===== src/rtl/pwr_mode_pkg.sv =====
package pwr_mode_pkg;

    typedef enum logic [2:0] {
        PM_FAST   = 3'd0,
        PM_SLOW   = 3'd1,
        PM_SLEEP  = 3'd2,
        PM_IDLE_Z = 3'd3,
        PM_IDLE_P = 3'd4
    } pm_mode_e;

    typedef struct packed {
        pm_mode_e mode;
        logic     wdt_clr;
        logic     pd;
        logic     tmo;
    } pm_state_t;

endpackage


===== src/rtl/pm_clk_decode.sv =====
module pm_clk_decode #(
    parameter int DIV_W    = 3,
    parameter int SLOW_MAX = 1
) (
    input  logic             fast_sel,
    input  logic [DIV_W-1:0] div_sel,
    output logic             want_fast
);
    localparam logic [DIV_W-1:0] SlowLimit = DIV_W'(SLOW_MAX);

    // slow only when the fast bit is clear and the divider code is low
    always_comb begin
        want_fast = fast_sel | (div_sel > SlowLimit);
    end
endmodule


===== src/rtl/pm_halt_pick.sv =====
module pm_halt_pick
    import pwr_mode_pkg::*;
(
    input  logic     idle_ena,
    input  logic     keep_clk,
    output pm_mode_e halt_mode
);
    always_comb begin
        if (!idle_ena)
            halt_mode = PM_SLEEP;
        else if (keep_clk)
            halt_mode = PM_IDLE_P;
        else
            halt_mode = PM_IDLE_Z;
    end
endmodule


===== src/rtl/pm_out_map.sv =====
module pm_out_map
    import pwr_mode_pkg::*;
#(
    parameter bit LS_IN_FAST = 1'b0
) (
    input  pm_mode_e mode,
    output logic     clk_fast,
    output logic     sys_clk_en,
    output logic     per_clk_en,
    output logic     ls_osc_en
);
    logic ls_fast;

    generate
        if (LS_IN_FAST) begin : g_ls_on
            assign ls_fast = 1'b1;
        end else begin : g_ls_off
            assign ls_fast = 1'b0;
        end
    endgenerate

    always_comb begin
        clk_fast   = 1'b0;
        sys_clk_en = 1'b0;
        per_clk_en = 1'b0;
        ls_osc_en  = 1'b1;
        case (mode)
            PM_FAST: begin
                clk_fast   = 1'b1;
                sys_clk_en = 1'b1;
                per_clk_en = 1'b1;
                ls_osc_en  = ls_fast;
            end
            PM_SLOW: begin
                sys_clk_en = 1'b1;
                per_clk_en = 1'b1;
            end
            PM_IDLE_P: begin
                per_clk_en = 1'b1;
            end
            default: begin
            end
        endcase
    end
endmodule


===== src/rtl/pwr_mode_ctrl.sv =====
module pwr_mode_ctrl
    import pwr_mode_pkg::*;
#(
    parameter int DIV_W      = 3,
    parameter int SLOW_MAX   = 1,
    parameter bit LS_IN_FAST = 1'b0
) (
    input  logic             clk,
    input  logic             rst_n,
    input  logic             fast_sel,
    input  logic [DIV_W-1:0] div_sel,
    input  logic             idle_ena,
    input  logic             keep_clk,
    input  logic             halt_stb,
    input  logic             hs_ready,
    input  logic             wake_stb,
    input  logic             wdt_expired,
    output logic             clk_fast,
    output logic             sys_clk_en,
    output logic             per_clk_en,
    output logic             ls_osc_en,
    output logic             wdt_clr,
    output logic             pd_flag,
    output logic             to_flag
);
    localparam pm_state_t RstState = '{mode: PM_FAST, wdt_clr: 1'b0, pd: 1'b0, tmo: 1'b0};

    pm_state_t st_d, st_q;
    logic      want_fast;
    pm_mode_e  halt_mode;
    logic      running;

    pm_clk_decode #(.DIV_W(DIV_W), .SLOW_MAX(SLOW_MAX)) i_decode (
        .fast_sel  (fast_sel),
        .div_sel   (div_sel),
        .want_fast (want_fast)
    );

    pm_halt_pick i_halt (
        .idle_ena  (idle_ena),
        .keep_clk  (keep_clk),
        .halt_mode (halt_mode)
    );

    assign running = (st_q.mode == PM_FAST) || (st_q.mode == PM_SLOW);

    always_comb begin
        st_d         = st_q;
        st_d.wdt_clr = 1'b0;
        if (wdt_expired)
            st_d.tmo = 1'b1;
        if (running) begin
            if (halt_stb) begin
                st_d.mode = halt_mode;
                if (halt_mode == PM_SLEEP) begin
                    st_d.wdt_clr = 1'b1;
                    st_d.pd      = 1'b1;
                    st_d.tmo     = 1'b0;
                end
            end else if (!want_fast) begin
                st_d.mode = PM_SLOW;
            end else if (st_q.mode == PM_FAST || hs_ready) begin
                st_d.mode = PM_FAST;
            end else begin
                st_d.mode = PM_SLOW;
            end
        end else if (wake_stb) begin
            // clock bits are sampled only now; fast waits on stability
            st_d.mode = (want_fast && hs_ready) ? PM_FAST : PM_SLOW;
        end
    end

    always_ff @(posedge clk or negedge rst_n) begin
        if (!rst_n)
            st_q <= RstState;
        else
            st_q <= st_d;
    end

    pm_out_map #(.LS_IN_FAST(LS_IN_FAST)) i_map (
        .mode       (st_q.mode),
        .clk_fast   (clk_fast),
        .sys_clk_en (sys_clk_en),
        .per_clk_en (per_clk_en),
        .ls_osc_en  (ls_osc_en)
    );

    assign wdt_clr = st_q.wdt_clr;
    assign pd_flag = st_q.pd;
    assign to_flag = st_q.tmo;

endmodule


===== config.mk =====
export PLATFORM = sky130hd
export DESIGN_NAME = pwr_mode_ctrl
export DESIGN_NICKNAME = d
export VERILOG_FILES = /design/src/rtl/pwr_mode_pkg.sv /design/src/rtl/pm_clk_decode.sv /design/src/rtl/pm_halt_pick.sv /design/src/rtl/pm_out_map.sv /design/src/rtl/pwr_mode_ctrl.sv
export SDC_FILE = /design/constraint.sdc
export NUM_CORES = 1
export LEC_CHECK = 0
export BUFFER_PORTS_ARGS = -buffer_cell sky130_fd_sc_hd__buf_2
export CAP_MARGIN = 20
export CORE_AREA = 2 2 39 41
export CTS_BUF_LIST = sky130_fd_sc_hd__clkbuf_16
export CTS_CLUSTER_SIZE = 28
export DETAILED_ROUTE_END_ITERATION = 10
export DIE_AREA = 0 0 41 43
export GPL_TIMING_DRIVEN = 0
export HOLD_SLACK_MARGIN = 0.12
export PLACE_DENSITY = 0.51
export SYNTH_ARGS = -nofsm -noshare
export SYNTH_HDL_FRONTEND = slang
export SYNTH_SLANG_ARGS = --single-unit

===== constraint.sdc =====
create_clock -name clk -period 2.55 [get_ports clk]
set_input_delay 0.51 -clock clk [delete_from_list [all_inputs] [get_ports clk]]
set_output_delay 0.51 -clock clk [all_outputs]
set_load 0.05 [all_outputs]

==> impl_metrics.prom <==
# TYPE chip_impl_metric gauge
chip_impl_metric{name="finalClockSkew",unit="ps"} 0.571
chip_impl_metric{name="dieHeight",unit="µm"} 43
chip_impl_metric{name="max_stage_delay",unit="ps"} 440
chip_impl_metric{name="grt_util_all_layers",unit="%"} 9.65
chip_impl_info{name="cts_tree",value="done"} 1
chip_impl_metric{name="detail_route.wl_per_cell",unit="µm"} 10.8
chip_impl_metric{name="ios",unit=""} 19
chip_impl_metric{name="cts_inserted_buffers",unit=""} 3
chip_impl_metric{name="ctsHtreeMaxLevel",unit=""} 1
chip_impl_info{name="outcome",value="complete, no violations"} 1
chip_impl_metric{name="synth_top_area_share",unit="%"} 52.9
chip_impl_metric{name="final_antenna_net_count",unit=""} 0
chip_impl_metric{name="slew_viol_final",unit=""} 0
chip_impl_metric{name="finish.instance_area",unit="µm²"} 474
chip_impl_metric{name="synthesis.nets",unit=""} 39
chip_impl_metric{name="start_util",unit="%"} 20.5
chip_impl_info{name="critical_path.slowest_cell",value="sky130_fd_sc_hd__dfrtp_1"} 1
chip_impl_metric{name="synth_area",unit="µm²"} 284
chip_impl_info{name="setup_crit_path_kind",value="reg -> out"} 1
chip_impl_info{name="cpLargestDelayFamily",value="flip-flops"} 1
chip_impl_metric{name="design.final.nets",unit=""} 62
chip_impl_metric{name="detailedRoute.firstPassIterationCount",unit=""} 4
chip_impl_metric{name="clkSinkCount",unit=""} 6
chip_impl_metric{name="placement_rows",unit=""} 14
chip_impl_metric{name="required",unit="ps"} 2040
chip_impl_metric{name="total_of_max_cap_violations",unit=""} 0
chip_impl_metric{name="antenna_cells",unit=""} 0
chip_impl_metric{name="floorplan_core_area",unit="mm²"} 0.00138
chip_impl_metric{name="post_route_setup_tns",unit="ps"} 0
chip_impl_metric{name="critical_path_arrival",unit="ps"} 1390
chip_impl_metric{name="grt-ovfl-total",unit=""} 0
chip_impl_info{name="setup_repair_after_global_routing_missed_its_margin",value="no"} 1
chip_impl_metric{name="worstSkewPairLatency",unit="ps"} 220
chip_impl_metric{name="wirelength",unit="µm"} 693
chip_impl_metric{name="die_width",unit="µm"} 41
chip_impl_metric{name="flow.area_growth_from_synthesis",unit="%"} 67.0
chip_impl_metric{name="clockBufferDepth",unit=""} 2
chip_impl_metric{name="synthesis.yosys.warnings",unit=""} 0
chip_impl_metric{name="yosysUniqueCellTypes",unit=""} 16
chip_impl_metric{name="timing_hold_violations_final",unit=""} 0
chip_impl_metric{name="p_leak",unit="nW"} 0.227
chip_impl_metric{name="postCtsSetupBuffers",unit=""} 0
chip_impl_metric{name="ys_ff_latch",unit=""} 6
chip_impl_metric{name="timing.fmax",unit="GHz"} 0.527
chip_impl_metric{name="slew-limit-headroom",unit="%"} 64.4
chip_impl_metric{name="min_period",unit="ps"} 1900
chip_impl_metric{name="antenna_found_initial",unit=""} 0
chip_impl_metric{name="hold_slack",unit="ps"} 456
chip_impl_metric{name="portBuffers",unit=""} 17
chip_impl_metric{name="final_cells",unit=""} 64
chip_impl_metric{name="number_of_drc_violations_after_detailed_routing",unit=""} 0
chip_impl_metric{name="report.power.total",unit="W"} 0.000491
chip_impl_metric{name="place.detailed.instances",unit=""} 60
chip_impl_info{name="post-synth-top-area-cell",value="sky130_fd_sc_hd__dfrtp_1"} 1
chip_impl_info{name="timing.critical_path.from_type",value="register"} 1
chip_impl_metric{name="drt-vias-per-instance",unit=""} 4.69
chip_impl_metric{name="dp_hpwl",unit="µm"} 521
chip_impl_metric{name="dieArea",unit="mm²"} 0.00176
chip_impl_info{name="endpoint_kind",value="primary output"} 1
chip_impl_metric{name="place_congestion",unit=""} 0.640
chip_impl_metric{name="finalCritPeriodShare",unit="%"} 74.4
chip_impl_metric{name="worstPathBufferInverterCount",unit=""} 2
chip_impl_metric{name="synthesis.area_per_instance",unit="µm²"} 10.5
chip_impl_metric{name="clock_pin_slew_on_the_worst_setup_and_hold_paths",unit="ps"} 30
chip_impl_metric{name="grt_max_degree",unit=""} 8
chip_impl_metric{name="critical_path.max_fanout",unit=""} 7
chip_impl_metric{name="vdd_ir_drop_max",unit="mV"} 0.262
chip_impl_info{name="cts_root_buffer",value="sky130_fd_sc_hd__clkbuf_16"} 1
chip_impl_metric{name="fillers",unit=""} 149
chip_impl_metric{name="finalSetupViolCount",unit=""} 0
chip_impl_metric{name="grt_pass1_vias",unit=""} 248
chip_impl_info{name="timing.hold.worst.class",value="reg -> reg"} 1
chip_impl_info{name="critical_path_cell_list",value="or3_4 > inv_2 > buf_2"} 1
chip_impl_metric{name="power-per-cell-area",unit="mW/mm²"} 1030
chip_impl_metric{name="synth_seq_area_share",unit="%"} 52.9
chip_impl_metric{name="placement.cell_area",unit="µm²"} 389
chip_impl_metric{name="grt_first_pass_wirelength",unit="µm"} 1040
chip_impl_metric{name="actual_transition_at_the_worst_max_transition_pin",unit="ps"} 527
chip_impl_info{name="ys_top_cells_by_area",value="sky130_fd_sc_hd__dfrtp_1, sky130_fd_sc_hd__mux2i_1, sky130_fd_sc_hd__nor2_1, sky130_fd_sc_hd__or3_4, sky130_fd_sc_hd__a221o_1"} 1
chip_impl_metric{name="syn_inst_count",unit=""} 27
chip_impl_metric{name="vias",unit=""} 300
chip_impl_metric{name="drt_iter0_drc",unit=""} 3
chip_impl_metric{name="post_route_cells_drive_above_1_share",unit="%"} 50.0
## metrics by stage
step | utilization, % | worst slack (ps)
global placement | 28.1 | 887
finish | 34.3 | 652
global route | 34.3 | 612
floorplan | - | 730
CTS | 34.3 | 653
detailed placement | 28.1 | 889
## layer usage
layer | wire length, µm | up-vias | GRT usage, %
met2 | 250 | 25 | 10.9
met4 | 23 | 0 | 10.0
met1 | 319 | 131 | 11.6
li1 | - | 141 | -
met3 | 100 | 3 | 5.24
met5 | 0 | - | 0
## logic make-up (layout without fill, tap and decap cells)
kind of cell	count (synthesis)	in the layout	synth area share, %
flip-flops	6	6	52.9
multiplexers	2	2	7.05
AND/OR/NAND/NOR	13	13	27.3
buffers and inverters	2	23	2.64
AO/OA/AOI/OAI	4	4	10.1
## state kept, by name (all words and copies together) (netlist names)
signal   cells
to_flag      1
pd_flag      1
wdt_clr      1
st_q         3
## cell usage after synthesis
library cell and count:
sky130_fd_sc_hd__nor2_1 5, sky130_fd_sc_hd__mux2i_1 2, sky130_fd_sc_hd__inv_1 1, sky130_fd_sc_hd__a221o_1 1
sky130_fd_sc_hd__o32ai_1 1, sky130_fd_sc_hd__dfrtp_1 6, sky130_fd_sc_hd__nand3b_1 1, sky130_fd_sc_hd__nand2_1 2
sky130_fd_sc_hd__nor3b_1 1, sky130_fd_sc_hd__or3_4 1, sky130_fd_sc_hd__o21ai_0 1, sky130_fd_sc_hd__or4b_2 1
sky130_fd_sc_hd__nor4b_1 1, sky130_fd_sc_hd__or2_2 1, sky130_fd_sc_hd__a21oi_1 1, sky130_fd_sc_hd__inv_2 1
## cell usage in the layout, fill, tap and decap left out, types with 2 or more instances in the layout
cell type	count
sky130_fd_sc_hd__dfrtp_1	6
sky130_fd_sc_hd__nand2_1	2
sky130_fd_sc_hd__nor2_1	5
sky130_fd_sc_hd__mux2i_1	2
sky130_fd_sc_hd__clkbuf_16	3
sky130_fd_sc_hd__buf_2	17
## timing repair
action                    CTS  global route
hold endpoints to repair    6             0
hold buffers                1             0
gates resized for setup     0             0
## report_power, final
group | internal [W] | switching, W
combinational | 0.0000380 | 0.0000868
sequential | 0.000107 | 0.0000118
clock | 0.000201 | 0.0000469
## worst register-to-register path, stage by stage (launching register included)
cell and delay, ps:
sky130_fd_sc_hd__dfrtp_1 440, sky130_fd_sc_hd__or3_4 420, sky130_fd_sc_hd__inv_2 60, sky130_fd_sc_hd__o32ai_1 80, sky130_fd_sc_hd__a221o_1 300
## worst paths after layout
| check | startpoint | end | slack, ps | cells after the start |
|---|---|---|---|---|
| max | st_q[5] | clk_fast | 650 | 3 |
| min | pd_flag | pd_flag | 460 | 1 |
| max reg2reg | st_q[5] | st_q[3] | 1140 | 4 |
| min reg2reg | pd_flag | pd_flag | 460 | 1 |
| max in group asynchronous | rst_n | st_q[4] | 1770 | 2 |
| min in group asynchronous | rst_n | wdt_clr | 640 | 2 |
## layout make-up
cell class                 count  area [µm²]  share of cell area [%]
clock buffer                   3        75.1                    15.8
inverter                       2        7.51                    1.58
multi-input combinational     19         126                    26.6
sequential                     6         150                    31.7
tap                           16        20.0                    4.22
timing repair buffer          18        95.1                    20.1
Power figures use the tool's default switching activity.
